**src/rtl/uart_flow_pkg.sv**
```systemverilog
package uart_flow_pkg;

  // Strobes from the control section to the datapath section.
  typedef struct packed {
    logic loopSel;    // route serializer output into the receiver
    logic rtsAssert;  // logical (polarity-free) request-to-send level
    logic loadGate;   // allow holding-to-shift transfers
  } flowStrb_t;

endpackage

```
**src/rtl/flow_datapath.sv**
```systemverilog
module flow_datapath
  import uart_flow_pkg::*;
#(
  parameter int SYNC_STAGES = 2
) (
  input  logic      clk,
  input  logic      rstN,
  input  flowStrb_t strb,
  input  logic      cfgPolHigh,
  input  logic      ctsPin,
  input  logic      rxPin,
  input  logic      txSerIn,
  input  logic      txLoadReq,
  output logic      ctsAct,
  output logic      rtsPin,
  output logic      txPin,
  output logic      rxSerOut,
  output logic      txLoadOk
);

  localparam int LAST = SYNC_STAGES - 1;

  logic [LAST:0] syncQ;

  // Metastability chain on the asynchronous clear-to-send pin.
  generate
    for (genvar s = 0; s < SYNC_STAGES; s++) begin : gSync
      if (s == 0) begin : gFirst
        always_ff @(posedge clk or negedge rstN) begin
          if (!rstN) syncQ[s] <= 1'b0;
          else       syncQ[s] <= ctsPin;
        end
      end else begin : gRest
        always_ff @(posedge clk or negedge rstN) begin
          if (!rstN) syncQ[s] <= 1'b0;
          else       syncQ[s] <= syncQ[s-1];
        end
      end
    end
  endgenerate

  // Polarity correction: active-low pins are inverted.
  always_comb begin
    ctsAct = cfgPolHigh ? syncQ[LAST] : ~syncQ[LAST];
    rtsPin = cfgPolHigh ? strb.rtsAssert : ~strb.rtsAssert;
  end

  // Serial routing and load gating.
  always_comb begin
    txPin    = txSerIn;
    rxSerOut = strb.loopSel ? txSerIn : rxPin;
    txLoadOk = txLoadReq & strb.loadGate;
  end

endmodule

```
**src/rtl/flow_ctrl.sv**
```systemverilog
module flow_ctrl
  import uart_flow_pkg::*;
#(
  parameter int SYNC_STAGES = 2
) (
  input  logic      clk,
  input  logic      rstN,
  input  logic      cfgLoop,
  input  logic      cfgAutoCts,
  input  logic      mrtsWrEn,
  input  logic      mrtsWrData,
  input  logic      dctsClr,
  input  logic      ctsAct,
  output flowStrb_t strb,
  output logic      ctsStat,
  output logic      dctsStat
);

  localparam int WARM_MAX = SYNC_STAGES + 1;
  localparam int WARM_W   = $clog2(WARM_MAX + 1);

  logic              mrtsQ;
  logic              ctsStatQ;
  logic              dctsQ;
  logic              ctsActPrev;
  logic [WARM_W-1:0] warmCnt;
  logic              warmDone;
  logic              mrtsNext;
  logic              ctsStatNext;
  logic              dctsSet;

  assign warmDone = (warmCnt == WARM_W'(WARM_MAX));

  // Count edges until the synchronizer and history hold real pin data.
  always_ff @(posedge clk or negedge rstN) begin
    if (!rstN)          warmCnt <= '0;
    else if (!warmDone) warmCnt <= warmCnt + 1'b1;
  end

  always_comb begin
    mrtsNext    = mrtsWrEn ? mrtsWrData : mrtsQ;
    ctsStatNext = cfgLoop ? mrtsNext : ctsAct;
    if (cfgLoop) dctsSet = mrtsWrEn & mrtsWrData;
    else         dctsSet = warmDone & (ctsAct != ctsActPrev);
  end

  always_ff @(posedge clk or negedge rstN) begin
    if (!rstN) begin
      mrtsQ      <= 1'b0;
      ctsStatQ   <= 1'b0;
      dctsQ      <= 1'b0;
      ctsActPrev <= 1'b0;
    end else begin
      mrtsQ      <= mrtsNext;
      ctsStatQ   <= ctsStatNext;
      ctsActPrev <= ctsAct;
      if (dctsSet)      dctsQ <= 1'b1;
      else if (dctsClr) dctsQ <= 1'b0;
    end
  end

  always_comb begin
    strb.loopSel   = cfgLoop;
    strb.rtsAssert = mrtsQ & ~cfgLoop;
    if (cfgLoop)         strb.loadGate = mrtsQ;
    else if (cfgAutoCts) strb.loadGate = ctsStatQ;
    else                 strb.loadGate = 1'b1;
  end

  assign ctsStat  = ctsStatQ;
  assign dctsStat = dctsQ;

  // the delta flag holds until software clears it.
  assert_dcts_sticky_R9: assert property (@(posedge clk) disable iff (!rstN)
    (dctsQ && !dctsClr) |=> dctsQ);

  // every status change outside loopback leaves the delta flag set.
  assert_dcts_on_change_R9: assert property (@(posedge clk) disable iff (!rstN)
    (!cfgLoop && $past(!cfgLoop) && $past(!cfgLoop, 2) && $past(warmDone)
     && ctsStatQ != $past(ctsStatQ)) |-> dctsQ);

  // a loopback write of 1 sets status and delta on the next edge.
  assert_loop_write_R8: assert property (@(posedge clk) disable iff (!rstN)
    (cfgLoop && mrtsWrEn && mrtsWrData) |=> (ctsStatQ && dctsQ));

endmodule

```
**src/rtl/uart_modem_flow.sv**
```systemverilog
module uart_modem_flow
  import uart_flow_pkg::*;
#(
  parameter int SYNC_STAGES = 2
) (
  input  logic clk,
  input  logic rstN,
  input  logic cfgPolHigh,
  input  logic cfgAutoCts,
  input  logic cfgLoop,
  input  logic mrtsWrEn,
  input  logic mrtsWrData,
  input  logic dctsClr,
  input  logic ctsPin,
  output logic rtsPin,
  input  logic rxPin,
  output logic txPin,
  input  logic txSerIn,
  output logic rxSerOut,
  input  logic txLoadReq,
  output logic txLoadOk,
  output logic ctsStat,
  output logic dctsStat
);

  flowStrb_t strb;
  logic      ctsAct;

  flow_ctrl #(.SYNC_STAGES(SYNC_STAGES)) u_ctrl (
    .clk        (clk),
    .rstN       (rstN),
    .cfgLoop    (cfgLoop),
    .cfgAutoCts (cfgAutoCts),
    .mrtsWrEn   (mrtsWrEn),
    .mrtsWrData (mrtsWrData),
    .dctsClr    (dctsClr),
    .ctsAct     (ctsAct),
    .strb       (strb),
    .ctsStat    (ctsStat),
    .dctsStat   (dctsStat)
  );

  flow_datapath #(.SYNC_STAGES(SYNC_STAGES)) u_dp (
    .clk        (clk),
    .rstN       (rstN),
    .strb       (strb),
    .cfgPolHigh (cfgPolHigh),
    .ctsPin     (ctsPin),
    .rxPin      (rxPin),
    .txSerIn    (txSerIn),
    .txLoadReq  (txLoadReq),
    .ctsAct     (ctsAct),
    .rtsPin     (rtsPin),
    .txPin      (txPin),
    .rxSerOut   (rxSerOut),
    .txLoadOk   (txLoadOk)
  );

  // a deasserted status blocks loads under automatic gating.
  assert_auto_block_R3: assert property (@(posedge clk) disable iff (!rstN)
    (cfgAutoCts && !cfgLoop && !ctsStat) |-> !txLoadOk);

  // loopback parks the request-to-send pin at its idle level.
  assert_loop_rts_idle_R7: assert property (@(posedge clk) disable iff (!rstN)
    cfgLoop |-> (rtsPin == !cfgPolHigh));

endmodule

```
**config.mk**
```make
export PLATFORM = sky130hd
export DESIGN_NAME = uart_modem_flow
export DESIGN_NICKNAME = d
export VERILOG_FILES = /design/src/rtl/uart_flow_pkg.sv /design/src/rtl/flow_datapath.sv /design/src/rtl/flow_ctrl.sv /design/src/rtl/uart_modem_flow.sv
export SDC_FILE = /design/constraint.sdc
export NUM_CORES = 1
export LEC_CHECK = 0
export ABC_AREA = 0
export BUFFER_PORTS_ARGS = -buffer_cell sky130_fd_sc_hd__buf_2
export CORE_AREA = 2 2 39 41
export DETAILED_ROUTE_END_ITERATION = 12
export DIE_AREA = 0 0 41 43
export GPL_ROUTABILITY_DRIVEN = 0
export PLACE_DENSITY_LB_ADDON = 0.3
export SYNTH_ARGS = -nofsm -noshare
export SYNTH_HDL_FRONTEND = slang
export SYNTH_SLANG_ARGS = --single-unit
```
**constraint.sdc**
```tcl
create_clock -name clk -period 1.8 [get_ports clk]
set_input_delay 0 -clock clk [delete_from_list [all_inputs] [get_ports clk]]
set_output_delay 0 -clock clk [all_outputs]
set_load 0.02 [all_outputs]
```
; ---- Yosys cells after proc, flatten, opt, wreduce, memory -nomap -nowiden
; Cells that the tools add are included.
[classes]
add_sub_neg = 1
eq_ne = 2
n_mux = 10
bitwise_logic = 7
n_reduce_logical = 1
[ops]
columns = cell, count
row1 = 2-to-1 mux 1 bit, 10
row2 = AND 1 bit, 4
row3 = NOT 1 bit, 3
row4 = adder 2 x 1 -> 2 bit (second input constant), 1
row5 = equality test 2 bit (second input constant), 1
row6 = nonzero test 2 bit, 1
row7 = inequality test 1 bit, 1
[word_totals]
register_bits = 8
inputBits = 12
out_inout_bits = 6
word_cells = 28

; ---- Longest topological paths before layout
[depth]
word_depth = 6
depth_mapped = 3
ltp_nobuf = 3

; ---- Cells and area by module
; From an unflattened synthesis, not the netlist that was laid out.
[hier_totals]
cells_unflattened = 28
hier_area_um2 = 370.4
[by_module_without_submodules]
columns = mod, instances, cells_each, area_each_um2, seq_area_each_um2
row1 = flow_ctrl, 1, 21, 274.0, 150.1
row2 = flow_datapath, 1, 7, 96.3, 50.0

; ---- Least setup slack after synthesis
; Ideal clock, no wire load.
[synth_path]
kind = register to output
start = register u_ctrl.ctsStatQ, in the netlist u_ctrl.ctsStat
end = output txLoadOk
arrival_ns = 1.103
required_ns = 1.800
setup_slack_ns = 0.697
path_stages_with_launch = 3
path_buffers = 0
cell_sequence = dfrtp_1 > nor2_1 > a221oi_1
[synth_via]
elab_chain_len = 3
[synth_rtl]
columns = element, line
row1 = start: declaration, flow_ctrl.sv:23  ; logic ctsStatQ;
row2 = start signal: assignment, flow_ctrl.sv:55  ; ctsStatQ <= ctsStatNext;
row3 = 2-to-1 mux 1 bit, flow_ctrl.sv:66  ; else if (cfgAutoCts) strb.loadGate = ctsStatQ;
row4 = 2-to-1 mux 1 bit, flow_ctrl.sv:65  ; if (cfgLoop) strb.loadGate = mrtsQ;
row5 = AND 1 bit, flow_datapath.sv:52  ; txLoadOk = txLoadReq & strb.loadGate;
row6 = end: declaration, uart_modem_flow.sv:21  ; output logic txLoadOk,
; No other way between the ends.

; ---- Final worst setup path
[layout_path]
start = register u_ctrl.mrtsQ
end = output txLoadOk
[layout_via]
elab_chain_len = 2
[layout_rtl]
columns = element, line
row1 = start: declaration, flow_ctrl.sv:22  ; logic mrtsQ;
row2 = start signal: assignment, flow_ctrl.sv:54  ; mrtsQ <= mrtsNext;
row3 = 2-to-1 mux 1 bit, flow_ctrl.sv:65
row4 = AND 1 bit, flow_datapath.sv:52
; No other way between the ends.

==> impl_metrics.csv <==
group,metric,value,unit
status,outcome,"completed",
layout,n_antenna_cell,0,
yosys,async_reset_ff_frac,1.00,
floorplanning,chipHeight,43,um
yosys,synth-edff-count,0,
worst_hold_path,hold_end,"u_ctrl.mrtsQ",
floorplanning,ios,18,
placed_design,io_buffers,17,
yosys,yosys_most_used_dff,"dfrtp_1",
route,ant_nets,0,
worst_setup_path,crit_type,"reg2out",
sta,max_slew_margin,0.866,
yosys,ys_ff_latch,8,
sta,rsz0062_at_grt,"false",
layout,fin_nets,63,
yosys,synth_top_cell_by_area,"dfrtp_1",
route,num_vias,266,
grt,antenna_found_initial,0,
route,dr_wl_met2,254,um
yosys,ys_warn_count,0,
route,viasPerCell,4.16,
power,p_leak,0.000253,uW
yosys,yosysMostFrequentCell,"dfrtp_1",
yosys,ys_types,14,
power,combPwrFrac,0.216,
route,topRoutingLayerUsed,"met3",
sta,skew,0.00155,ns
grt,grtUsageTotal,0.0863,
grt,grt_pass1_vias,228,
power,p_switching,104,uW
power,peakVddDrop,0.000500,V
sta,tns,0,ns
power,pwr-share-seq,0.477,
yosys,syn_nets,40,
floorplanning,die_w,41,um
route,drc,0,
flow_run,maxCapViolCount,0,
layout,area_growth,38.0,%
clocking,cts_resized,0,
worst_setup_path,worstReg2RegStart,"u_ctrl.warmCnt[0]",
clocking,htreeDepth,1,
route,totalWireLength,601,um
layout,fin_cells,64,
worst_hold_path,worstHoldStart,"mrtsWrData",
worst_setup_path,required,1.80,ns
route,met1Wirelength,277,um
clocking,clockBufferDepth,2,
yosys,syn_inst,27,
power,clkPwrFrac,0.308,
route,dr.pass1.iters,2,
yosys,avgSynthCellArea,13.7,um2
sta,period_minus_slack,1.10,ns
worst_hold_path,whs_path_depth,2,
grt,grt_pass1_wl,910,um
power,p_sw_frac,0.248,
sta,worst_pin_slew,0.201,ns
grt,overflow,0,
power,cellPowerDensity,824,nW/um2
worst_setup_path,reg2regPathDepth,2,
sta,fin_crit_sh,0.609,
worst_setup_path,worstPathArrival,1.10,ns
clocking,clk_latency,0.24,ns
worst_setup_path,rr_endpoint,"u_ctrl.warmCnt[1]",
yosys,synth_top_area_frac,0.542,
worst_setup_path,critPathCaptureType,"output pin",
route,wl_met3,69,um
yosys,synth.area.top_cells,"dfrtp_1 (54%), mux2_2 (9.2%), xnor2_1 (7.1%), xor3_1 (6.4%), mux2_4 (4.1%)",
floorplanning,dieArea,1760,um2
route,wl_per_cell,9.39,um
clocking,cts_buffers,3,
worst_setup_path,critPathMaxFanout,3,
placed_design,placedCellCount,59,
route,first_iter_violations,1,
sta,finalSetupViolCount,0,
clocking,cts.sinks,8,
sta,fmax,913,MHz
floorplanning,start_util,0.267,
clocking,path_clk_slew,0.05,ns
worst_hold_path,hp-class,"in2reg",
clocking,cts_root_buf,"clkbuf_4",
clocking,cts_tree,"built",
layout,fillers,133,
sta,slew_viol_final,0,
layout,drive_above_1_share,0.500,
yosys,syn-cell-area,369,um2
grt,grt_start_max_net_pins,9,
yosys,yosysSeqAreaShare,0.542,
sta,hold_viol,0,
floorplanning,rows,14,
worst_setup_path,rrSetupSlack,0.75,ns
power,p_int,315,uW
floorplanning,core_region_area,1380,um2
worst_setup_path,critPathLaunchType,"flop",
yosys,synth_common_cells,"dfrtp_1 (8), inv_1 (3), mux2_2 (3), xnor2_1 (3)",
worst max-delay path, stage by stage (launching register included):
cell and delay [ns]:
dfrtp_1 0.35, inv_1 0.04, a221oi_1 0.25, buf_2 0.21
what timing repair did:
| action | 4_1_cts | 5_1_grt |
|---|---|---|
| setup buffers | 0 | 0 |
| hold buffers | 2 | 0 |
| endpoints found under the hold margin | 9 | 0 |
worst max-delay path by stage:
stage / startpoint / end / slack [ns] / cells past startpoint
floorplan: u_ctrl.ctsStat / txLoadOk / 0.70 / 2
global route: u_ctrl.mrtsQ / txLoadOk / 0.59 / 3
finish: u_ctrl.mrtsQ / txLoadOk / 0.70 / 3
detailed placement: u_ctrl.warmCnt[0] / u_ctrl.warmCnt[1] / 0.75 / 2
CTS: u_ctrl.mrtsQ / txLoadOk / 0.68 / 3
global placement: u_ctrl.warmCnt[0] / u_ctrl.warmCnt[1] / 0.76 / 2
per-layer routing:
| metal | up-vias | GRT usage |
|---|---|---|
| met5 | - | 0 |
| met4 | 0 | 0.0400 |
| met3 | 0 | 0.0785 |
| met2 | 14 | 0.116 |
| met1 | 117 | 0.0900 |
| li1 | 135 | - |
cell usage in the layout (no fill, tap or decap):
cell           Yosys  routed
dlygate4sd3_1      0       2
clkbuf_4           0       3
nor2b_1            1       1
xnor2_1            3       3
nor2_1             1       1
inv_1              3       3
ha_1               1       1
dfrtp_1            8       8
mux2_4             1       1
a221oi_1           1       1
buf_2              0      17
mux2_2             3       3
nand2b_1           1       1
nand3_1            1       1
o221ai_1           1       1
xor3_1             1       1
through the flow:
step                      instance area [um2]  setup WS (ns)  hold slack, ns   util  power (uW)
after floorplan                           369          0.697          -0.296      -         256
after detailed placement                  467          0.750          -0.147  0.337         292
after CTS                                 509          0.680         0.00679  0.368         433
final                                     509          0.704          0.0184  0.368         420
after global placement                    467          0.758          -0.149  0.337         290
after global routing                      509          0.595         0.00864  0.368         454
sequential cells by signal (all words and copies together) (netlist names):
signal / count
u_dp.syncQ: 2
u_ctrl.warmCnt: 2
u_ctrl.ctsActPrev: 1
u_ctrl.ctsStat: 1
u_ctrl.mrtsQ: 1
u_ctrl.dctsStat: 1
cells by family after synthesis:
logic type | after synthesis | synth area share
adder cells (fa/ha/maj) | 1 | 0.0339
flip-flops | 8 | 0.542
multiplexers | 4 | 0.132
AND/OR/NAND/NOR | 4 | 0.0576
AO/OA/AOI/OAI | 2 | 0.0475
buffers and inverters | 4 | 0.0509
XOR/XNOR | 4 | 0.136
final cells by class:
cell class,count,area (um2),share of cell area
multi-input cells,15,150,0.295
flip-flops and latches,8,200,0.393
inverters,3,11.3,0.0221
repair buffers,19,105,0.206
well taps,16,20.0,0.0393
clock buffers,3,22.5,0.0442
power by group through the flow:
stage	Clock, uW	Combinational (uW)	Sequential [uW]
after floorplan	0	44.7	212
after global placement	0	87.7	203
after detailed placement	0	88.7	203
after CTS	141	92.1	200
after global routing	152	100	201
final	129	90.5	200
(Power assumes the default switching activity.)
